$ cat config.mk
export PLATFORM = sky130hd
export DESIGN_NAME = trace_packetizer
export DESIGN_NICKNAME = d
export VERILOG_FILES = /design/src/rtl/trace_pkt_pkg.sv /design/src/rtl/trace_ev_select.sv /design/src/rtl/trace_word_fifo.sv /design/src/rtl/trace_framer.sv /design/src/rtl/trace_pkt_out.sv /design/src/rtl/trace_packetizer.sv
export SDC_FILE = /design/constraint.sdc
export NUM_CORES = 1
export LEC_CHECK = 0
export BUFFER_PORTS_ARGS = -buffer_cell sky130_fd_sc_hd__buf_2
export CORE_UTILIZATION = 26
export DETAILED_ROUTE_END_ITERATION = 7
export PLACE_DENSITY = 0.39
export SYNTH_ARGS = -nofsm -noshare
export SYNTH_HDL_FRONTEND = slang
export SYNTH_SLANG_ARGS = --single-unit
$ cat constraint.sdc
create_clock -name clk_i -period 10.87 [get_ports clk_i]
set_input_delay 1.6305 -clock clk_i [delete_from_list [all_inputs] [get_ports clk_i]]
set_output_delay 1.6305 -clock clk_i [all_outputs]
set_load 0.05 [all_outputs]
$ cat src/rtl/trace_pkt_pkg.sv
package trace_pkt_pkg;
  parameter int WORD_W = 32;
  parameter int SID_W  = 5;

  typedef enum logic [1:0] {TS_IDLE, TS_RUN, TS_FLUSH} trc_state_e;

  function automatic logic [WORD_W-1:0] make_header(input logic [SID_W-1:0] id);
    logic [WORD_W-1:0] h;
    h = '0;
    h[SID_W-1:0] = id;
    h[WORD_W-1]  = ~(^id);
    return h;
  endfunction
endpackage

$ cat src/rtl/trace_ev_select.sv
module trace_ev_select #(
  parameter int SLOTS = 8,
  parameter int ID_W  = 7
) (
  input  logic [(2**ID_W)-1:0]  bus_i,
  input  logic [SLOTS*ID_W-1:0] sel_i,
  output logic [SLOTS-1:0]      snap_o
);
  for (genvar k = 0; k < SLOTS; k++) begin : g_slot
    assign snap_o[k] = bus_i[sel_i[k*ID_W +: ID_W]];
  end
endmodule

$ cat src/rtl/trace_word_fifo.sv
module trace_word_fifo #(
  parameter int WIDTH = 32,
  parameter int DEPTH = 16,
  localparam int AW   = $clog2(DEPTH)
) (
  input  logic             clk_i,
  input  logic             rst_ni,
  input  logic             wr_i,
  input  logic [WIDTH-1:0] wd_i,
  input  logic             rd_i,
  output logic [WIDTH-1:0] rd_o,
  output logic             full_o,
  output logic [AW:0]      level_o
);
  logic [WIDTH-1:0] mem [DEPTH];
  logic [AW-1:0]    wp_q, rp_q;
  logic [AW:0]      lvl_q;

  assign full_o  = (lvl_q == (AW+1)'(DEPTH));
  assign level_o = lvl_q;
  assign rd_o    = mem[rp_q];

  always_ff @(posedge clk_i) begin
    if (wr_i) mem[wp_q] <= wd_i;
  end

  always_ff @(posedge clk_i or negedge rst_ni) begin
    if (!rst_ni) begin
      wp_q  <= '0;
      rp_q  <= '0;
      lvl_q <= '0;
    end else begin
      if (wr_i) wp_q <= wp_q + AW'(1);
      if (rd_i) rp_q <= rp_q + AW'(1);
      lvl_q <= lvl_q + (AW+1)'(wr_i) - (AW+1)'(rd_i);
    end
  end

  assert_no_wr_full_R8: assert property (@(posedge clk_i) disable iff (!rst_ni)
    wr_i |-> !full_o);
  assert_no_rd_empty_R6: assert property (@(posedge clk_i) disable iff (!rst_ni)
    rd_i |-> (lvl_q != '0));
endmodule

$ cat src/rtl/trace_framer.sv
module trace_framer
  import trace_pkt_pkg::*;
#(
  parameter int SLOTS    = 8,
  parameter int PKT_DATA = 7,
  localparam int FRAME_W = 2*SLOTS,
  localparam int CNT_W   = FRAME_W - SLOTS,
  localparam int PC_W    = WORD_W - SLOTS,
  localparam int WC_W    = $clog2(PKT_DATA),
  localparam int CNT_LAST = (2**CNT_W) - 2
) (
  input  logic              clk_i,
  input  logic              rst_ni,
  input  logic              mode_pc_i,
  input  logic              start_hit_i,
  input  logic              stop_hit_i,
  input  logic [SLOTS-1:0]  snap_i,
  input  logic [PC_W-1:0]   pc_i,
  input  logic              full_i,
  output logic              push_o,
  output logic [WORD_W-1:0] word_o,
  output logic              overflow_o
);
  trc_state_e         state_q;
  logic               first_q, half_v_q, ovf_q;
  logic [SLOTS-1:0]   prev_q;
  logic [CNT_W-1:0]   cnt_q;
  logic [FRAME_W-1:0] half_q;
  logic [WC_W-1:0]    wc_q;

  logic               time_hit, word_v, drop;
  logic [FRAME_W-1:0] t_frame;
  logic [WORD_W-1:0]  word_d;

  always_comb begin
    time_hit = first_q || (snap_i != prev_q) || (cnt_q == CNT_W'(CNT_LAST));
    t_frame  = {snap_i, cnt_q + CNT_W'(1)};
    word_v   = 1'b0;
    word_d   = '0;
    unique case (state_q)
      TS_RUN: if (!stop_hit_i) begin
        if (mode_pc_i) begin
          word_v = |snap_i;
          word_d = {snap_i, pc_i};
        end else if (time_hit && half_v_q) begin
          word_v = 1'b1;
          word_d = {half_q, t_frame};
        end
      end
      TS_FLUSH: begin
        // complete a half word with filler, then pad out the packet
        word_v = half_v_q || (wc_q != '0);
        word_d = {half_q & {FRAME_W{half_v_q}}, {FRAME_W{1'b0}}};
      end
      default: ;
    endcase
  end

  assign push_o     = word_v && !full_i;
  assign drop       = word_v && full_i && (state_q == TS_RUN);
  assign word_o     = word_d;
  assign overflow_o = ovf_q;

  always_ff @(posedge clk_i or negedge rst_ni) begin
    if (!rst_ni) begin
      state_q  <= TS_IDLE;
      first_q  <= 1'b0;
      half_v_q <= 1'b0;
      ovf_q    <= 1'b0;
      prev_q   <= '0;
      cnt_q    <= '0;
      half_q   <= '0;
      wc_q     <= '0;
    end else begin
      if (push_o) wc_q <= (wc_q == WC_W'(PKT_DATA-1)) ? '0 : wc_q + WC_W'(1);
      if (drop) ovf_q <= 1'b1;
      unique case (state_q)
        TS_IDLE: if (start_hit_i) begin
          state_q  <= TS_RUN;
          first_q  <= 1'b1;
          cnt_q    <= '0;
          half_v_q <= 1'b0;
        end
        TS_RUN: if (stop_hit_i) begin
          state_q <= TS_FLUSH;
        end else begin
          prev_q  <= snap_i;
          first_q <= 1'b0;
          if (!mode_pc_i) begin
            if (time_hit) begin
              cnt_q <= '0;
              if (half_v_q) half_v_q <= 1'b0;
              else begin
                half_q   <= t_frame;
                half_v_q <= 1'b1;
              end
            end else begin
              cnt_q <= cnt_q + CNT_W'(1);
            end
          end
        end
        TS_FLUSH: begin
          if (push_o && half_v_q) half_v_q <= 1'b0;
          if (!half_v_q && (wc_q == '0)) state_q <= TS_IDLE;
        end
        default: state_q <= TS_IDLE;
      endcase
    end
  end

  assert_ovf_sticky_R8: assert property (@(posedge clk_i) disable iff (!rst_ni)
    ovf_q |=> ovf_q);
  assert_time_count_nonzero_R2: assert property (@(posedge clk_i) disable iff (!rst_ni)
    (push_o && !mode_pc_i && state_q == TS_RUN) |->
      (word_o[CNT_W-1:0] != '0) && (word_o[FRAME_W +: CNT_W] != '0));
  assert_pc_frame_active_R4: assert property (@(posedge clk_i) disable iff (!rst_ni)
    (push_o && mode_pc_i && state_q == TS_RUN) |-> (word_o[WORD_W-1 -: SLOTS] != '0));
  assert_idle_no_push_R1: assert property (@(posedge clk_i) disable iff (!rst_ni)
    (state_q == TS_IDLE) |-> !push_o);
endmodule

$ cat src/rtl/trace_pkt_out.sv
module trace_pkt_out
  import trace_pkt_pkg::*;
#(
  parameter int PKT_DATA = 7,
  parameter int LVL_W    = 5,
  localparam int IDX_W   = $clog2(PKT_DATA)
) (
  input  logic              clk_i,
  input  logic              rst_ni,
  input  logic [SID_W-1:0]  stream_id_i,
  input  logic [LVL_W-1:0]  level_i,
  input  logic [WORD_W-1:0] head_i,
  output logic              pop_o,
  output logic [WORD_W-1:0] tdata_o,
  output logic              tvalid_o,
  input  logic              tready_i,
  output logic              tlast_o
);
  logic             data_q;
  logic [IDX_W-1:0] idx_q;

  // header goes out only once a whole packet of data is buffered
  assign tvalid_o = data_q || (level_i >= LVL_W'(PKT_DATA));
  assign tdata_o  = data_q ? head_i : make_header(stream_id_i);
  assign tlast_o  = data_q && (idx_q == IDX_W'(PKT_DATA-1));
  assign pop_o    = data_q && tready_i;

  always_ff @(posedge clk_i or negedge rst_ni) begin
    if (!rst_ni) begin
      data_q <= 1'b0;
      idx_q  <= '0;
    end else if (tvalid_o && tready_i) begin
      if (!data_q) begin
        data_q <= 1'b1;
        idx_q  <= '0;
      end else if (tlast_o) begin
        data_q <= 1'b0;
      end else begin
        idx_q <= idx_q + IDX_W'(1);
      end
    end
  end

  assert_hold_on_stall_R11: assert property (@(posedge clk_i) disable iff (!rst_ni)
    (tvalid_o && !tready_i) |=> tvalid_o && $stable(tdata_o) && $stable(tlast_o));
  assert_last_then_header_R6: assert property (@(posedge clk_i) disable iff (!rst_ni)
    (tvalid_o && tready_i && tlast_o) |=> !tlast_o);
endmodule

$ cat src/rtl/trace_packetizer.sv
module trace_packetizer
  import trace_pkt_pkg::*;
#(
  parameter int SLOTS      = 8,
  parameter int EV_ID_W    = 7,
  parameter int PKT_DATA   = 7,
  parameter int FIFO_DEPTH = 16,
  localparam int EV_BUS_W  = 2**EV_ID_W,
  localparam int PC_W      = WORD_W - SLOTS,
  localparam int LVL_W     = $clog2(FIFO_DEPTH) + 1
) (
  input  logic                    clk_i,
  input  logic                    rst_ni,
  input  logic [EV_BUS_W-1:0]     ev_bus_i,
  input  logic [PC_W-1:0]         pc_i,
  input  logic                    mode_pc_i,
  input  logic [SLOTS*EV_ID_W-1:0] slot_ev_i,
  input  logic [EV_ID_W-1:0]      start_ev_i,
  input  logic [EV_ID_W-1:0]      stop_ev_i,
  input  logic [SID_W-1:0]        stream_id_i,
  output logic [WORD_W-1:0]       m_tdata_o,
  output logic                    m_tvalid_o,
  input  logic                    m_tready_i,
  output logic                    m_tlast_o,
  output logic                    overflow_o
);
  logic [SLOTS-1:0]  snap;
  logic              push, pop, full;
  logic [WORD_W-1:0] word, head;
  logic [LVL_W-1:0]  level;

  trace_ev_select #(.SLOTS(SLOTS), .ID_W(EV_ID_W)) u_sel (
    .bus_i (ev_bus_i),
    .sel_i (slot_ev_i),
    .snap_o(snap)
  );

  trace_framer #(.SLOTS(SLOTS), .PKT_DATA(PKT_DATA)) u_framer (
    .clk_i      (clk_i),
    .rst_ni     (rst_ni),
    .mode_pc_i  (mode_pc_i),
    .start_hit_i(ev_bus_i[start_ev_i]),
    .stop_hit_i (ev_bus_i[stop_ev_i]),
    .snap_i     (snap),
    .pc_i       (pc_i),
    .full_i     (full),
    .push_o     (push),
    .word_o     (word),
    .overflow_o (overflow_o)
  );

  trace_word_fifo #(.WIDTH(WORD_W), .DEPTH(FIFO_DEPTH)) u_fifo (
    .clk_i  (clk_i),
    .rst_ni (rst_ni),
    .wr_i   (push),
    .wd_i   (word),
    .rd_i   (pop),
    .rd_o   (head),
    .full_o (full),
    .level_o(level)
  );

  trace_pkt_out #(.PKT_DATA(PKT_DATA), .LVL_W(LVL_W)) u_out (
    .clk_i      (clk_i),
    .rst_ni     (rst_ni),
    .stream_id_i(stream_id_i),
    .level_i    (level),
    .head_i     (head),
    .pop_o      (pop),
    .tdata_o    (m_tdata_o),
    .tvalid_o   (m_tvalid_o),
    .tready_i   (m_tready_i),
    .tlast_o    (m_tlast_o)
  );
endmodule

# After elaboration in Yosys (flattened, before gate mapping)

Memories as Yosys holds them, arrays and structs flattened.
Cells that the tools add are included.
Widths: inputs -> output; s select.

Register bits after elaboration: 57
RAM bits: 512
Bits of input ports: 231
Output and inout bits: 35
Memories kept: 1

Memories:

| memory     | words | bits a word | rd ports | clocked after Yosys merged registers in | write ports | RTL line              | text |
|---|---|---|---|---|---|---|---|
| u_fifo.mem | 16    | 32          | 1        | 0                                       | 1           | trace_word_fifo.sv:15 | `logic [WIDTH-1:0] mem [DEPTH];` |

$add $sub $neg: 7
$lt $le $gt $ge: 11
Equality and inequality tests: 15
Multiplexer cells: 55
Bitwise operators: 5
Reductions and logical operators: 29

Operator list:

| operator            | count |
|---|---|
| $mux 32             | 4 |
| $lt 7x8->1 const B  | 10 |
| $bmux 1 s7          | 10 |
| $pmux 32 s2         | 1 |
| $mux 8              | 4 |
| $mux 1              | 25 |
| $and 16x16->16      | 1 |
| $pmux 8 s2          | 1 |
| $ne 2x1->1 const B  | 5 |
| $logic_and 1x1->1   | 9 |
| $mux 3              | 3 |
| $add 4x1->4 const B | 2 |
| $add 8x1->8 const B | 1 |
| $eq 8x8->1 const B  | 1 |
| $ne 8x8->1          | 1 |
| $reduce_or 8->1     | 1 |
| $add 3x1->3 const B | 2 |
| $eq 3x3->1 const B  | 2 |
| $mux 2              | 3 |
| $ne 2x2->1 const B  | 3 |
| $pmux 2 s3          | 1 |
| $reduce_and 3->1    | 2 |
| $reduce_and 6->1    | 1 |
| $reduce_bool 3->1   | 2 |
| 18 further kinds    | 27 |

# Longest topological paths before layout

Gate-level depths: netlist (run 1).

Depth in word-level cells: 14
Mapped depth: 27

# Hierarchy

A second synthesis (run 1) with hierarchy kept.

Cell total of the unflattened synthesis: 2038
Area, all modules: 33822.4 µm²

Modules (own cells, without submodules):

| module           | times used | cells each | area each (µm²) | seq. area each (µm²) |
|---|---|---|---|---|
| trace_word_fifo  | 1          | 868        | 19909.1         | 15700.1 |
| trace_ev_select  | 1          | 688        | 8773.4          | 0.0 |
| trace_framer     | 1          | 243        | 2342.2          | 1001.0 |
| trace_packetizer | 1          | 175        | 2247.2          | 0.0 |
| trace_pkt_out    | 1          | 64         | 550.5           | 100.1 |

# Worst setup path after synthesis (run 1)

OpenSTA, ideal clock, no wires.

Path type: input to register
Start: in stop_ev_i[0]
End: mem u_fifo.mem[1][0], enable pin
Library setup time: 502 ps
Arrival time: 8030 ps
Required time: 10368 ps
Setup slack: 2338 ps
Stages on the path: 12
Buffers on the path: 2
Cells stage by stage: clkbuf_1 buf_2 mux4_2 mux4_2 mux4_2 mux2_2 nor2_2 nand2_1 o21ai_0 a41oi_4 nor2_4 nor4bb_1

Longest elaborated chain between the ends: 7

Ends and longest elaborated chain:

| item                         | RTL line               | text |
|---|---|---|
| from (decl)                  | trace_packetizer.sv:19 | `input logic [EV_ID_W-1:0] stop_ev_i,` |
| $bmux 1 s7                   | trace_packetizer.sv:43 | `.stop_hit_i (ev_bus_i[stop_ev_i]),` |
| $mux 1 (implied by the code) | trace_packetizer.sv:43 |  |
| $mux 1                       | trace_framer.sv:41     | `TS_RUN: if (!stop_hit_i) begin` |
| $pmux 1 s2                   | trace_framer.sv:40     | `unique case (state_q)` |
| $logic_and 1x1->1            | trace_framer.sv:59     | `assign push_o = word_v && !full_i;` |
| $mux 1                       | trace_word_fifo.sv:24  | `if (wr_i) mem[wp_q] <= wd_i;` |
| $mux 1 (implied by the code) | trace_word_fifo.sv:24  |  |
| to (decl)                    | trace_word_fifo.sv:15  |  |

Every way passes these cells. The select of a mux whose other input is x is not followed.

# Worst setup path after layout (run 1)

Start: in stop_ev_i[0]
End: reg u_fifo.lvl_q[4] (netlist: u_fifo.level_o[4])

Longest elaborated chain between the ends: 7

Ends and longest elaborated chain:

| item                         | RTL line               | text |
|---|---|---|
| $bmux 1 s7                   | trace_packetizer.sv:43 |  |
| $mux 1 (implied by the code) | trace_packetizer.sv:43 |  |
| $mux 1                       | trace_framer.sv:41     |  |
| $pmux 1 s2                   | trace_framer.sv:40     |  |
| $logic_and 1x1->1            | trace_framer.sv:59     |  |
| $add 5x1->5                  | trace_word_fifo.sv:35  | `lvl_q <= lvl_q + (AW+1)'(wr_i) - (AW+1)'(rd_i);` |
| $sub 5x1->5                  | trace_word_fifo.sv:35  |  |
| to (signal assigned)         | trace_word_fifo.sv:35  |  |
| to (decl)                    | trace_word_fifo.sv:17  | `logic [AW:0] lvl_q;` |

Every way passes these cells. The select of a mux whose other input is x is not followed.
A chain may end at the register's enable or synchronous reset.

==> run_summary.xml, run 1 <==
<?xml version="1.0" encoding="UTF-8"?>
<metrics>
  <group name="run_status">
    <metric name="run_status" unit="">finished, final reports clean</metric>
  </group>
  <group name="global_route">
    <metric name="global_route_wire_length_before_repair" unit="microns">184000</metric>
    <metric name="grt_pass1_vias" unit="">23700</metric>
    <metric name="grt_start_max_net_pins" unit="">100</metric>
    <metric name="grt_overflow_total" unit="">0</metric>
    <metric name="grt_antenna_before_repair" unit="">34</metric>
    <metric name="track_usage" unit="%">19.5</metric>
  </group>
  <group name="place">
    <metric name="place_congestion" unit="">0.878</metric>
    <metric name="half_perimeter_wire_length_of_the_detailed_placement_result" unit="microns">88200</metric>
    <metric name="numPortBuffers" unit="">265</metric>
    <metric name="placed_area" unit="sq mm">0.0371</metric>
    <metric name="post-place-ws" unit="ns">3.21</metric>
  </group>
  <group name="yosys">
    <metric name="synth_adder_area_share" unit="%">0.832</metric>
    <metric name="synth_mux_area_share" unit="%">35.3</metric>
    <metric name="synth_edf_count" unit="">512</metric>
    <metric name="ys_ff_latch" unit="">569</metric>
    <metric name="synthXorXnorAreaFrac" unit="%">0.821</metric>
    <metric name="cell_type_with_the_highest_aggregate_area_in_the_netlist" unit="">sky130_fd_sc_hd__edfxtp_1</metric>
    <metric name="post_synthesis_async_set_or_reset_flop_share" unit="%">10.0</metric>
    <metric name="synth_cells" unit="">2096</metric>
    <metric name="synth.area.top_cells" unit="">sky130_fd_sc_hd__edfxtp_1 45%, sky130_fd_sc_hd__mux4_2 28%, sky130_fd_sc_hd__mux2i_1 6.0%</metric>
    <metric name="post_syn_area" unit="sq mm">0.0340</metric>
    <metric name="synth.yosys.seq_area_share" unit="%">49.4</metric>
    <metric name="synth_ff_type" unit="">sky130_fd_sc_hd__edfxtp_1</metric>
    <metric name="synth.lib_cells_used.distinct" unit="">79</metric>
    <metric name="synth_top_area_share" unit="%">45.2</metric>
    <metric name="synthesis.area_per_instance" unit="sq um">16.2</metric>
    <metric name="yosysWarnings" unit="">0</metric>
    <metric name="synth_top_family_by_area" unit="">multiplexers</metric>
    <metric name="syn_nets" unit="">2349</metric>
    <metric name="synth_compound_area_share" unit="%">5.96</metric>
    <metric name="synth_simple_gate_area_share" unit="%">4.93</metric>
  </group>
  <group name="setup_path">
    <metric name="cp-startpoint" unit="">stop_ev_i[0]</metric>
    <metric name="crit_path_end_kind" unit="">register</metric>
    <metric name="crit_family" unit="">multiplexers</metric>
    <metric name="critical_path.max_stage_delay" unit="ns">0.75</metric>
    <metric name="critPathLaunchType" unit="">input pin</metric>
    <metric name="critical_path.slowest_cell" unit="">sky130_fd_sc_hd__buf_2</metric>
    <metric name="worst-endpoint-required" unit="ns">11.36</metric>
    <metric name="worstPathArrival" unit="ns">7.48</metric>
    <metric name="start_of_the_worst_register_to_register_path" unit="">u_framer.cnt_q[2]</metric>
    <metric name="critical_path.most_common_cell" unit="">sky130_fd_sc_hd__inv_1</metric>
    <metric name="worstPathCellList" unit="">buf_2, mux4_2, mux4_2, mux4_2, mux2_2, nor2_2, nand2_1, o21ai_0, a41oi_4, nor2_4, inv_1, ha_1, inv_1, ha_1, inv_1, fa_1, inv_1, a21oi_1, nor2_1, nor2_1, xor2_1</metric>
    <metric name="critPathBufInv" unit="">5</metric>
    <metric name="worstPathMaxFanout" unit="">32</metric>
    <metric name="path_class" unit="">input pin to register</metric>
  </group>
  <group name="final_layout">
    <metric name="final_design_area_no_fill" unit="sq mm">0.0390</metric>
    <metric name="total_area_of_multi_input_combinational_cells" unit="sq mm">0.0163</metric>
    <metric name="final_layout_size_suffix_gt1_share" unit="%">37.8</metric>
    <metric name="areaGrowthSynthToFinish" unit="%">14.8</metric>
    <metric name="nFillCells" unit="">12900</metric>
    <metric name="nNetsFinal" unit="">2526</metric>
    <metric name="sequential_cell_area" unit="sq mm">0.0168</metric>
  </group>
  <group name="die">
    <metric name="core.rowCount" unit="">132</metric>
    <metric name="core-area" unit="sq mm">0.130</metric>
    <metric name="floorplan.die_area" unit="sq mm">0.132</metric>
    <metric name="io-pin-count" unit="">266</metric>
    <metric name="start_util" unit="%">26.2</metric>
    <metric name="die_boundary_width" unit="microns">364</metric>
    <metric name="die_h" unit="microns">364</metric>
  </group>
  <group name="power_and_ir_drop">
    <metric name="vdd_drop_max" unit="mV">0.138</metric>
    <metric name="pwr_cell_area" unit="mW/mm^2">195</metric>
    <metric name="power.total" unit="W">0.00759</metric>
    <metric name="cellLeakagePower" unit="nW">13.4</metric>
  </group>
  <group name="clocking">
    <metric name="clock_tree.root_cell" unit="">sky130_fd_sc_hd__clkbuf_16</metric>
    <metric name="cts.sink_count" unit="">569</metric>
    <metric name="post_cts_resize_count" unit="">0</metric>
    <metric name="h-tree-depth" unit="">2</metric>
    <metric name="cts_inserted_buffers" unit="">56</metric>
    <metric name="cts_buffer_depth" unit="">3</metric>
    <metric name="number_of_post_cts_setup_repair_buffers" unit="">0</metric>
    <metric name="cts_hold_repair.buffers" unit="">0</metric>
    <metric name="path_clk_slew" unit="ns">0.06</metric>
    <metric name="insertion_delay_to_the_later_sink_of_the_worst_skew_pair" unit="ns">0.61</metric>
    <metric name="tritoncts" unit="">yes</metric>
  </group>
  <group name="drt">
    <metric name="postRouteWirelength" unit="microns">131000</metric>
    <metric name="drt_met1_wl" unit="microns">51700</metric>
    <metric name="route.met3.wl" unit="microns">10200</metric>
    <metric name="drt_first_iter_violations" unit="">1902</metric>
    <metric name="first_pass_detailed_route_iteration_total" unit="">5</metric>
    <metric name="drt-wirelength-per-cell" unit="microns">32.2</metric>
    <metric name="dr.max_layer_used" unit="">met5</metric>
    <metric name="drt_drc_violations_left" unit="">0</metric>
    <metric name="route.antenna.remaining_nets" unit="">0</metric>
    <metric name="routed-via-count" unit="">22700</metric>
    <metric name="detailed_routed_wire_length_on_met2" unit="microns">63600</metric>
    <metric name="detail_route.vias_per_cell" unit="">5.58</metric>
  </group>
  <group name="timing">
    <metric name="fin_tns_setup" unit="ns">0</metric>
    <metric name="rsz0062_at_grt" unit="">false</metric>
    <metric name="whs" unit="ns">0.479</metric>
    <metric name="min_period_over_period" unit="%">64.3</metric>
    <metric name="slew_viol_final" unit="">0</metric>
    <metric name="layout_min_cycle_time" unit="ns">6.99</metric>
    <metric name="headroom_to_the_max_slew_limit" unit="%">17.3</metric>
    <metric name="tightestPinTransition" unit="ns">1.23</metric>
    <metric name="maxClockFrequency" unit="GHz">0.143</metric>
    <metric name="fin_worst_skew" unit="ns">0.0327</metric>
    <metric name="setup_violations" unit="">0</metric>
    <metric name="timing_hold_violations_final" unit="">0</metric>
    <metric name="slack_of_the_critical_path" unit="ns">3.88</metric>
  </group>
  <group name="worst_hold_path">
    <metric name="worstHoldPathType" unit="">register to register</metric>
    <metric name="holdCritStartpoint" unit="">u_framer.overflow_o</metric>
  </group>
  <group name="job">
    <metric name="maxCapViolCount" unit="">0</metric>
  </group>
</metrics>
## cell usage in the layout, fill, tap and decap left out, drive strengths merged, types with 7 or more instances in the layout
master	n
buf	298
a221oi	11
nand2	76
o211ai	11
dfrtp	57
o221ai	25
and2	36
xor2	20
bufinv	11
nor3	8
nor2b	34
a22o	29
mux2i	204
xnor2	11
nor2	36
o22ai	21
nand2b	18
o21ai	45
inv	48
a22oi	60
clkinv	25
edfxtp	512
nor3b	7
and3	8
nand3	30
ha	21
mux2	41
nand4	12
clkbuf	66
nor4	9
mux4	420
a21oi	36
## per-stage QoR
step,instances,util (%)
final,4066,30.1
after global routing,4063,30.1
after CTS,4061,30.1
after floorplan,2096,-
after global placement,3957,28.6
after detailed placement,3957,28.6
## registers in the layout, indices dropped and copies added (netlist names)
register and cells:
u_fifo.level_o 5, u_fifo.mem 512, u_fifo.rp_q 4, u_fifo.wp_q 4, u_framer.cnt_q 8, u_framer.first_q 1
u_framer.half_q 16, u_framer.half_v_q 1, u_framer.overflow_o 1, u_framer.prev_q 8, u_framer.state_q 2, u_framer.wc_q 3
u_out.data_q 1, u_out.idx_q 3
## report_power, final
part           leakage (nW)  total [W]  switching (W)  internal (W)
clock network         0.946    0.00204       0.000826       0.00122
logic                  6.96    0.00278        0.00160       0.00119
registers              5.54    0.00276       0.000204       0.00256
total                  13.4    0.00759        0.00263       0.00496
## area by class of cell
cell class | count | area share (%)
clock inverters | 38 | 1.19
well taps | 1742 | 5.59
clock buffers | 66 | 3.74
multi-input cells | 1301 | 41.8
flip-flops and latches | 569 | 43.1
diodes | 5 | 0.0321
repair buffers | 298 | 4.07
inverters | 47 | 0.452
## worst register-to-register path, delay by kind of cell (launching register included)
family                   cells  cell delay [ns]
AND/OR/NAND/NOR              7             1.45
adder cells (fa/ha/maj)      3             0.81
buffers and inverters        4             0.29
XOR/XNOR                     1             0.13
AO/OA/AOI/OAI                5             1.24
flip-flops                   1             0.44
## routing by layer
metal / up-vias / track usage (%)
met2: 1101 / 33.0
met5: - / 0
li1: 9242 / -
met4: 44 / 6.96
met1: 12000 / 24.5
met3: 257 / 4.33
## path summary, 6_finish.rpt
| check | slack, ns | cells past startpoint | to |
|---|---|---|---|
| hold reg to reg | 0.48 | 2 | u_framer.overflow_o |
| setup / recovery | 3.88 | 21 | u_fifo.level_o[4] |
| hold / removal | 0.48 | 2 | u_framer.overflow_o |
| setup reg to reg | 6.40 | 20 | u_fifo.level_o[4] |
| min in group asynchronous | 1.18 | 2 | u_out.data_q |
| max in group asynchronous | 9.05 | 2 | u_fifo.rp_q[1] |
## Yosys cell counts, types with 34 or more instances
cell,instances
sky130_fd_sc_hd__dfrtp_1,57
sky130_fd_sc_hd__a22oi_1,60
sky130_fd_sc_hd__inv_1,46
sky130_fd_sc_hd__mux2_2,37
sky130_fd_sc_hd__nor2_1,34
sky130_fd_sc_hd__clkbuf_1,96
sky130_fd_sc_hd__nor2b_1,34
sky130_fd_sc_hd__buf_1,46
sky130_fd_sc_hd__and2_1,36
sky130_fd_sc_hd__edfxtp_1,512
sky130_fd_sc_hd__o21ai_0,44
sky130_fd_sc_hd__mux2i_1,204
sky130_fd_sc_hd__a21oi_1,36
sky130_fd_sc_hd__nand2_1,76
sky130_fd_sc_hd__mux4_2,416
## kinds of logic (layout without fill, tap and decap cells)
logic type / Yosys count / after routing
adder cells (fa/ha/maj): 22 / 22
buffers and inverters: 226 / 449
AO/OA/AOI/OAI: 278 / 278
AND/OR/NAND/NOR: 305 / 305
XOR/XNOR: 31 / 31
flip-flops: 569 / 569
other: 0 / 5
multiplexers: 665 / 665
No activity file was read; power rests on OpenSTA's default activity.
==> run 2: changes to the inputs <==
==> constraint.sdc (replaced) <==
create_clock -name clk_i -period 6.9 [get_ports clk_i]
set_input_delay 1.035 -clock clk_i [delete_from_list [all_inputs] [get_ports clk_i]]
set_output_delay 1.035 -clock clk_i [all_outputs]
set_load 0.05 [all_outputs]
==> run_summary.xml, run 2 (synthesis results as in run 1) <==
<?xml version="1.0" encoding="UTF-8"?>
<metrics>
  <group name="place">
    <metric name="half_perimeter_wire_length_of_the_detailed_placement_result" unit="microns">91500</metric>
    <metric name="numPortBuffers" unit="">265</metric>
    <metric name="place_congestion" unit="">0.862</metric>
    <metric name="count_of_placed_standard_cells_including_taps" unit="">4000</metric>
    <metric name="placed_area" unit="sq mm">0.0375</metric>
  </group>
  <group name="power_and_ir_drop">
    <metric name="pwr_cell_area" unit="mW/mm^2">301</metric>
    <metric name="power_switching_share" unit="%">35.4</metric>
    <metric name="p_clk_share" unit="%">25.5</metric>
    <metric name="logic_pwr_share" unit="%">38.0</metric>
    <metric name="cellLeakagePower" unit="nW">13.6</metric>
    <metric name="vdd_drop_max" unit="mV">0.248</metric>
    <metric name="power.total" unit="W">0.0118</metric>
    <metric name="seqPwrFrac" unit="%">36.5</metric>
    <metric name="p_switching" unit="W">0.00419</metric>
    <metric name="internal_power" unit="W">0.00765</metric>
  </group>
  <group name="clocking">
    <metric name="insertion_delay_to_the_later_sink_of_the_worst_skew_pair" unit="ns">0.61</metric>
    <metric name="post_cts_resize_count" unit="">0</metric>
    <metric name="cts_buffer_depth" unit="">3</metric>
    <metric name="cts_inserted_buffers" unit="">55</metric>
    <metric name="tritoncts" unit="">yes</metric>
    <metric name="h-tree-depth" unit="">2</metric>
    <metric name="clock_tree.root_cell" unit="">sky130_fd_sc_hd__clkbuf_16</metric>
    <metric name="cts.sink_count" unit="">569</metric>
    <metric name="path_clk_slew" unit="ns">0.06</metric>
    <metric name="number_of_post_cts_setup_repair_buffers" unit="">0</metric>
    <metric name="cts_hold_repair.buffers" unit="">0</metric>
  </group>
  <group name="die">
    <metric name="io-pin-count" unit="">266</metric>
    <metric name="core-area" unit="sq mm">0.130</metric>
    <metric name="start_util" unit="%">26.2</metric>
    <metric name="core.rowCount" unit="">132</metric>
    <metric name="floorplan.die_area" unit="sq mm">0.132</metric>
    <metric name="die_h" unit="microns">364</metric>
    <metric name="die_boundary_width" unit="microns">364</metric>
  </group>
  <group name="final_layout">
    <metric name="mostFrequentLayoutCells" unit="">512 x sky130_fd_sc_hd__edfxtp_1, 416 x sky130_fd_sc_hd__mux4_2, 264 x sky130_fd_sc_hd__buf_2</metric>
    <metric name="areaGrowthSynthToFinish" unit="%">15.6</metric>
    <metric name="final_design_area_no_fill" unit="sq mm">0.0393</metric>
    <metric name="register_name_with_the_most_flops" unit="">u_fifo.mem</metric>
    <metric name="final_layout_size_suffix_gt1_share" unit="%">38.8</metric>
    <metric name="mostFrequentLayoutCell" unit="">sky130_fd_sc_hd__edfxtp_1</metric>
    <metric name="post_layout_nonfiller_instances" unit="">4112</metric>
    <metric name="total_area_of_multi_input_combinational_cells" unit="sq mm">0.0163</metric>
    <metric name="largest_reg_flops" unit="">512</metric>
    <metric name="nFillCells" unit="">12800</metric>
    <metric name="nNetsFinal" unit="">2568</metric>
    <metric name="largestRegisters" unit="">u_fifo.mem: 512 flops, u_framer.half_q: 16 flops</metric>
    <metric name="sequential_cell_area" unit="sq mm">0.0168</metric>
  </group>
  <group name="timing">
    <metric name="whs" unit="ns">0.477</metric>
    <metric name="maxClockFrequency" unit="GHz">0.175</metric>
    <metric name="slew_viol_final" unit="">0</metric>
    <metric name="setup_violations" unit="">0</metric>
    <metric name="tightestPinTransition" unit="ns">1.14</metric>
    <metric name="min_period_over_period" unit="%">82.7</metric>
    <metric name="layout_min_cycle_time" unit="ns">5.70</metric>
    <metric name="rsz0062_at_grt" unit="">false</metric>
    <metric name="headroom_to_the_max_slew_limit" unit="%">24.1</metric>
    <metric name="timing_hold_violations_final" unit="">0</metric>
    <metric name="fin_worst_skew" unit="ns">0.0152</metric>
  </group>
  <group name="setup_path">
    <metric name="critical_path.most_common_cell" unit="">sky130_fd_sc_hd__inv_1</metric>
    <metric name="crit_path_end_kind" unit="">register</metric>
    <metric name="worstPathMaxFanout" unit="">17</metric>
    <metric name="critical_path.slowest_cell" unit="">sky130_fd_sc_hd__a2111oi_4</metric>
    <metric name="critical_path.max_stage_delay" unit="ns">0.68</metric>
    <metric name="worstPathArrival" unit="ns">6.20</metric>
    <metric name="worst-endpoint-required" unit="ns">7.39</metric>
    <metric name="critPathLaunchType" unit="">input pin</metric>
    <metric name="worstPathCellList" unit="">buf_2, mux4_2, mux2_2, o221ai_1, a221oi_1, a2111oi_4, or4b_4, or4_4, a41oi_4, nor2_4, inv_1, ha_1, inv_1, ha_1, inv_1, fa_1, inv_1, a21oi_1, nor2_1, nor2_1, xor2_1</metric>
    <metric name="path_class" unit="">input pin to register</metric>
  </group>
  <group name="job">
    <metric name="maxCapViolCount" unit="">0</metric>
  </group>
  <group name="global_route">
    <metric name="track_usage" unit="%">20.7</metric>
    <metric name="global_route_wire_length_before_repair" unit="microns">192000</metric>
    <metric name="grt_antenna_before_repair" unit="">35</metric>
    <metric name="grt_start_max_net_pins" unit="">101</metric>
    <metric name="grt_overflow_total" unit="">0</metric>
    <metric name="grt_pass1_vias" unit="">24300</metric>
  </group>
  <group name="drt">
    <metric name="drt_first_iter_violations" unit="">2028</metric>
    <metric name="first_pass_detailed_route_iteration_total" unit="">5</metric>
    <metric name="route.antenna.remaining_nets" unit="">0</metric>
    <metric name="drt-wirelength-per-cell" unit="microns">33.7</metric>
    <metric name="detail_route.vias_per_cell" unit="">5.64</metric>
    <metric name="postRouteWirelength" unit="microns">138000</metric>
    <metric name="drt_drc_violations_left" unit="">0</metric>
    <metric name="routed-via-count" unit="">23200</metric>
  </group>
  <group name="run_status">
    <metric name="run_status" unit="">finished, final reports clean</metric>
  </group>
  <group name="worst_hold_path">
    <metric name="worstHoldPathType" unit="">register to register</metric>
  </group>
</metrics>
run 2: power groups by stage:
| stage | clock (W) | combinational (W) | sequential [W] |
|---|---|---|---|
| floorplan | 0 | 0.00329 | 0.00418 |
| global placement | 0 | 0.00454 | 0.00440 |
| detailed placement | 0 | 0.00458 | 0.00440 |
| CTS | 0.00312 | 0.00458 | 0.00433 |
| global route | 0.00323 | 0.00480 | 0.00436 |
| finish | 0.00302 | 0.00449 | 0.00432 |
run 2: per-layer routing:
layer | global-route usage [%] | part of all wire (%) | vias to the layer above
met4 | 7.25 | 3.6 | 40
met1 | 26.2 | 40 | 12300
li1 | - | - | 9333
met5 | 0 | 0.17 | -
met3 | 4.80 | 8.0 | 287
met2 | 34.5 | 48 | 1194
run 2: path summary, 6_finish.rpt:
kind / startpoint / endpoint / slack [ns] / cells past startpoint
max: slot_ev_i[42] / u_fifo.level_o[4] / 1.20 / 21
min: u_framer.overflow_o / u_framer.overflow_o / 0.48 / 2
max reg2reg: u_framer.cnt_q[0] / u_fifo.level_o[4] / 2.75 / 20
min reg2reg: u_framer.overflow_o / u_framer.overflow_o / 0.48 / 2
max in group asynchronous: rst_ni / u_fifo.rp_q[1] / 5.66 / 2
min in group asynchronous: rst_ni / u_out.idx_q[2] / 0.58 / 2
run 2: area by class of cell:
class / instances / area share (%)
Antenna cell: 9 / 0.0573
Clock buffer: 76 / 3.94
Clock inverter: 27 / 0.599
Inverter: 47 / 0.449
Multi-Input combinational cell: 1301 / 41.5
Sequential cell: 569 / 42.8
Tap cell: 1742 / 5.55
Timing Repair Buffer: 341 / 5.06
run 2: metrics by stage:
step / setup WS (ns) / setup TNS [ns] / utilization [%]
CTS: 1.22 / 0 / 30.3
floorplan: -0.777 / -49.72 / -
global route: 0.930 / 0 / 30.3
global placement: 0.523 / 0 / 28.9
detailed placement: 0.553 / 0 / 28.9
finish: 1.20 / 0 / 30.3
run 2: critical path, delay by kind of cell:
family	cells	cell delay, ns
adders and majority gates	3	0.79
xor gates and xnor gates	1	0.13
muxes	2	0.85
buffers and inverters	5	0.70
AOI/OAI and AO/OA	5	1.48
and+or+nand+nor	5	1.18
==> run 3: changes to the inputs <==
--- a/config.mk
+++ b/config.mk
@@ -8,7 +8,7 @@
 export BUFFER_PORTS_ARGS = -buffer_cell sky130_fd_sc_hd__buf_2
 export CORE_UTILIZATION = 26
 export DETAILED_ROUTE_END_ITERATION = 7
-export PLACE_DENSITY = 0.39
+export PLACE_DENSITY = 0.4
 export SYNTH_ARGS = -nofsm -noshare
 export SYNTH_HDL_FRONTEND = slang
 export SYNTH_SLANG_ARGS = --single-unit
==> constraint.sdc (replaced) <==
create_clock -name clk_i -period 5.2 [get_ports clk_i]
set_input_delay 0.78 -clock clk_i [delete_from_list [all_inputs] [get_ports clk_i]]
set_output_delay 0.78 -clock clk_i [all_outputs]
set_load 0.05 [all_outputs]
==> run_summary.xml, run 3 (synthesis results as in run 1) <==
<?xml version="1.0" encoding="UTF-8"?>
<metrics>
  <group name="run_status">
    <metric name="run_status" unit="">finished, final reports clean</metric>
  </group>
  <group name="timing">
    <metric name="min_period_over_period" unit="%">97.1</metric>
    <metric name="whs" unit="ns">0.317</metric>
    <metric name="headroom_to_the_max_slew_limit" unit="%">11.1</metric>
    <metric name="timing_hold_violations_final" unit="">0</metric>
    <metric name="layout_min_cycle_time" unit="ns">5.05</metric>
    <metric name="rsz0062_at_grt" unit="">false</metric>
    <metric name="fin_worst_skew" unit="ns">0.0262</metric>
    <metric name="tightestPinTransition" unit="ns">1.33</metric>
    <metric name="maxClockFrequency" unit="GHz">0.198</metric>
    <metric name="slew_viol_final" unit="">0</metric>
    <metric name="setup_violations" unit="">0</metric>
  </group>
  <group name="die">
    <metric name="core.rowCount" unit="">132</metric>
    <metric name="io-pin-count" unit="">266</metric>
    <metric name="core-area" unit="sq mm">0.130</metric>
    <metric name="floorplan.die_area" unit="sq mm">0.132</metric>
    <metric name="die_boundary_width" unit="microns">364</metric>
    <metric name="start_util" unit="%">26.2</metric>
    <metric name="die_h" unit="microns">364</metric>
  </group>
  <group name="drt">
    <metric name="drt-wirelength-per-cell" unit="microns">30.0</metric>
    <metric name="detail_route.vias_per_cell" unit="">5.42</metric>
    <metric name="drt_drc_violations_left" unit="">0</metric>
    <metric name="drt_first_iter_violations" unit="">2278</metric>
    <metric name="postRouteWirelength" unit="microns">136000</metric>
    <metric name="first_pass_detailed_route_iteration_total" unit="">5</metric>
    <metric name="routed-via-count" unit="">24500</metric>
    <metric name="route.antenna.remaining_nets" unit="">0</metric>
  </group>
  <group name="place">
    <metric name="half_perimeter_wire_length_of_the_detailed_placement_result" unit="microns">100000</metric>
    <metric name="place_congestion" unit="">0.926</metric>
    <metric name="numPortBuffers" unit="">265</metric>
    <metric name="placed_area" unit="sq mm">0.0416</metric>
  </group>
  <group name="setup_path">
    <metric name="worstPathCellList" unit="">buf_4, buf_4, buf_12, mux2i_1, a22oi_1, a21oi_1, nor4_1, buf_4, xor2_1, o22ai_1, o211ai_1, or4_1, buf_4, nor3b_1, a22o_1</metric>
    <metric name="worst-endpoint-required" unit="ns">5.53</metric>
    <metric name="worstPathMaxFanout" unit="">44</metric>
    <metric name="worstPathArrival" unit="ns">5.38</metric>
    <metric name="crit_path_end_kind" unit="">register</metric>
    <metric name="path_class" unit="">input pin to register</metric>
    <metric name="critPathLaunchType" unit="">input pin</metric>
    <metric name="critical_path.most_common_cell" unit="">sky130_fd_sc_hd__buf_4</metric>
    <metric name="critical_path.max_stage_delay" unit="ns">1.05</metric>
    <metric name="critical_path.slowest_cell" unit="">sky130_fd_sc_hd__nor3b_1</metric>
  </group>
  <group name="final_layout">
    <metric name="register_name_with_the_most_flops" unit="">u_fifo.mem</metric>
    <metric name="areaGrowthSynthToFinish" unit="%">27.7</metric>
    <metric name="mostFrequentLayoutCell" unit="">sky130_fd_sc_hd__edfxtp_1</metric>
    <metric name="final_design_area_no_fill" unit="sq mm">0.0434</metric>
    <metric name="layout.core_utilization" unit="%">33.5</metric>
    <metric name="final_layout_size_suffix_gt1_share" unit="%">48.1</metric>
    <metric name="largest_reg_flops" unit="">512</metric>
    <metric name="nNetsFinal" unit="">2978</metric>
    <metric name="mostFrequentLayoutCells" unit="">512 x sky130_fd_sc_hd__edfxtp_1, 418 x sky130_fd_sc_hd__mux4_2, 399 x sky130_fd_sc_hd__buf_4</metric>
    <metric name="largestRegisters" unit="">u_fifo.mem: 512 flops, u_framer.half_q: 16 flops</metric>
  </group>
  <group name="worst_hold_path">
    <metric name="worstHoldPathType" unit="">input pin to asynchronous set/reset pin</metric>
  </group>
  <group name="power_and_ir_drop">
    <metric name="cellLeakagePower" unit="nW">15.9</metric>
    <metric name="power.total" unit="W">0.0161</metric>
    <metric name="vdd_drop_max" unit="mV">0.291</metric>
    <metric name="pwr_cell_area" unit="mW/mm^2">371</metric>
  </group>
  <group name="job">
    <metric name="maxCapViolCount" unit="">0</metric>
  </group>
  <group name="clocking">
    <metric name="insertion_delay_to_the_later_sink_of_the_worst_skew_pair" unit="ns">0.62</metric>
    <metric name="cts.sink_count" unit="">569</metric>
    <metric name="cts_inserted_buffers" unit="">55</metric>
    <metric name="tritoncts" unit="">yes</metric>
    <metric name="clock_tree.root_cell" unit="">sky130_fd_sc_hd__clkbuf_16</metric>
    <metric name="h-tree-depth" unit="">2</metric>
    <metric name="path_clk_slew" unit="ns">0.06</metric>
    <metric name="cts_buffer_depth" unit="">3</metric>
  </group>
  <group name="global_route">
    <metric name="grt_start_max_net_pins" unit="">94</metric>
    <metric name="global_route_wire_length_before_repair" unit="microns">191000</metric>
    <metric name="grt_overflow_total" unit="">0</metric>
    <metric name="grt_pass1_vias" unit="">25700</metric>
    <metric name="track_usage" unit="%">20.2</metric>
    <metric name="grt_antenna_before_repair" unit="">18</metric>
  </group>
</metrics>
run 3: cell types whose count changed in the layout (fill, tap and decap cells not counted), moves of 3 or more:
cell                         change
sky130_fd_sc_hd__buf_4         +329
sky130_fd_sc_hd__mux2_4          +3
sky130_fd_sc_hd__mux2_2          -3
sky130_fd_sc_hd__diode_2         -6
sky130_fd_sc_hd__inv_2           +3
sky130_fd_sc_hd__clkbuf_1        +7
sky130_fd_sc_hd__clkinv_2        -5
sky130_fd_sc_hd__clkinvlp_4      -4
sky130_fd_sc_hd__inv_1           -3
sky130_fd_sc_hd__buf_12         +81
run 3: worst max-delay path, delay by kind of cell:
kind / cells / cell delay [ns]
buffers and inverters: 5 / 1.06
AO/OA/AOI/OAI: 5 / 1.36
AND/OR/NAND/NOR: 3 / 1.80
XOR/XNOR: 1 / 0.14
multiplexers: 1 / 0.13
run 3: final timing paths:
path / startpoint / endpoint / slack (ns) / cells after the start
worst min-delay path: rst_ni / u_out.idx_q[1] / 0.32 / 2
max in group asynchronous: rst_ni / u_fifo.rp_q[0] / 4.22 / 2
min in group clk_i: m_tready_i / u_out.data_q / 0.45 / 2
worst max-delay path: slot_ev_i[23] / u_fifo.mem[15][10] / 0.15 / 15
worst min register to register: u_framer.overflow_o / u_framer.overflow_o / 0.49 / 2
worst max register to register: u_framer.cnt_q[2] / u_fifo.level_o[4] / 1.25 / 20
run 3: through the flow:
step                instances  setup WS, ns  setup TNS [ns]
finish                   4514         0.153               0
global route             4511       0.00713               0
CTS                      4505         0.149               0
detailed placement       4404        -0.525         -109.55
global placement         4404        -0.567          -89.58
floorplan                2096        -0.278          -0.407
run 3: area by class of cell:
cell class	instances	area (sq um)
fill	12600	86300
sequential	569	16800
multi-input combinational	1301	16400
timing repair buffer	751	6080
tap	1742	2180
clock buffer	82	1560
clock inverter	19	185
inverter	47	176
antenna	3	7.51
run 3: timing repair:
| action | 4_1_cts | 5_1_grt |
|---|---|---|
| resized for setup | 0 | 6 |
| endpoints found under the setup margin | 0 | 74 |
| hold buffers | 0 | 0 |
| buffers inserted | 0 | 6 |
run 3: routing by layer:
metal	up-vias	wire (microns)	GRT usage [%]
met1	12900	54600	25.8
li1	10100	-	-
met4	28	6260	8.38
met2	1130	65900	34.1
met5	-	171	0
met3	256	8640	3.30
run 3: power breakdown:
group	switching (W)	leakage [nW]	total (W)	internal [W]
registers	0.000414	5.54	0.00576	0.00534
logic	0.00350	9.51	0.00640	0.00290
clock network	0.00170	0.850	0.00392	0.00222
total	0.00561	15.9	0.0161	0.0105
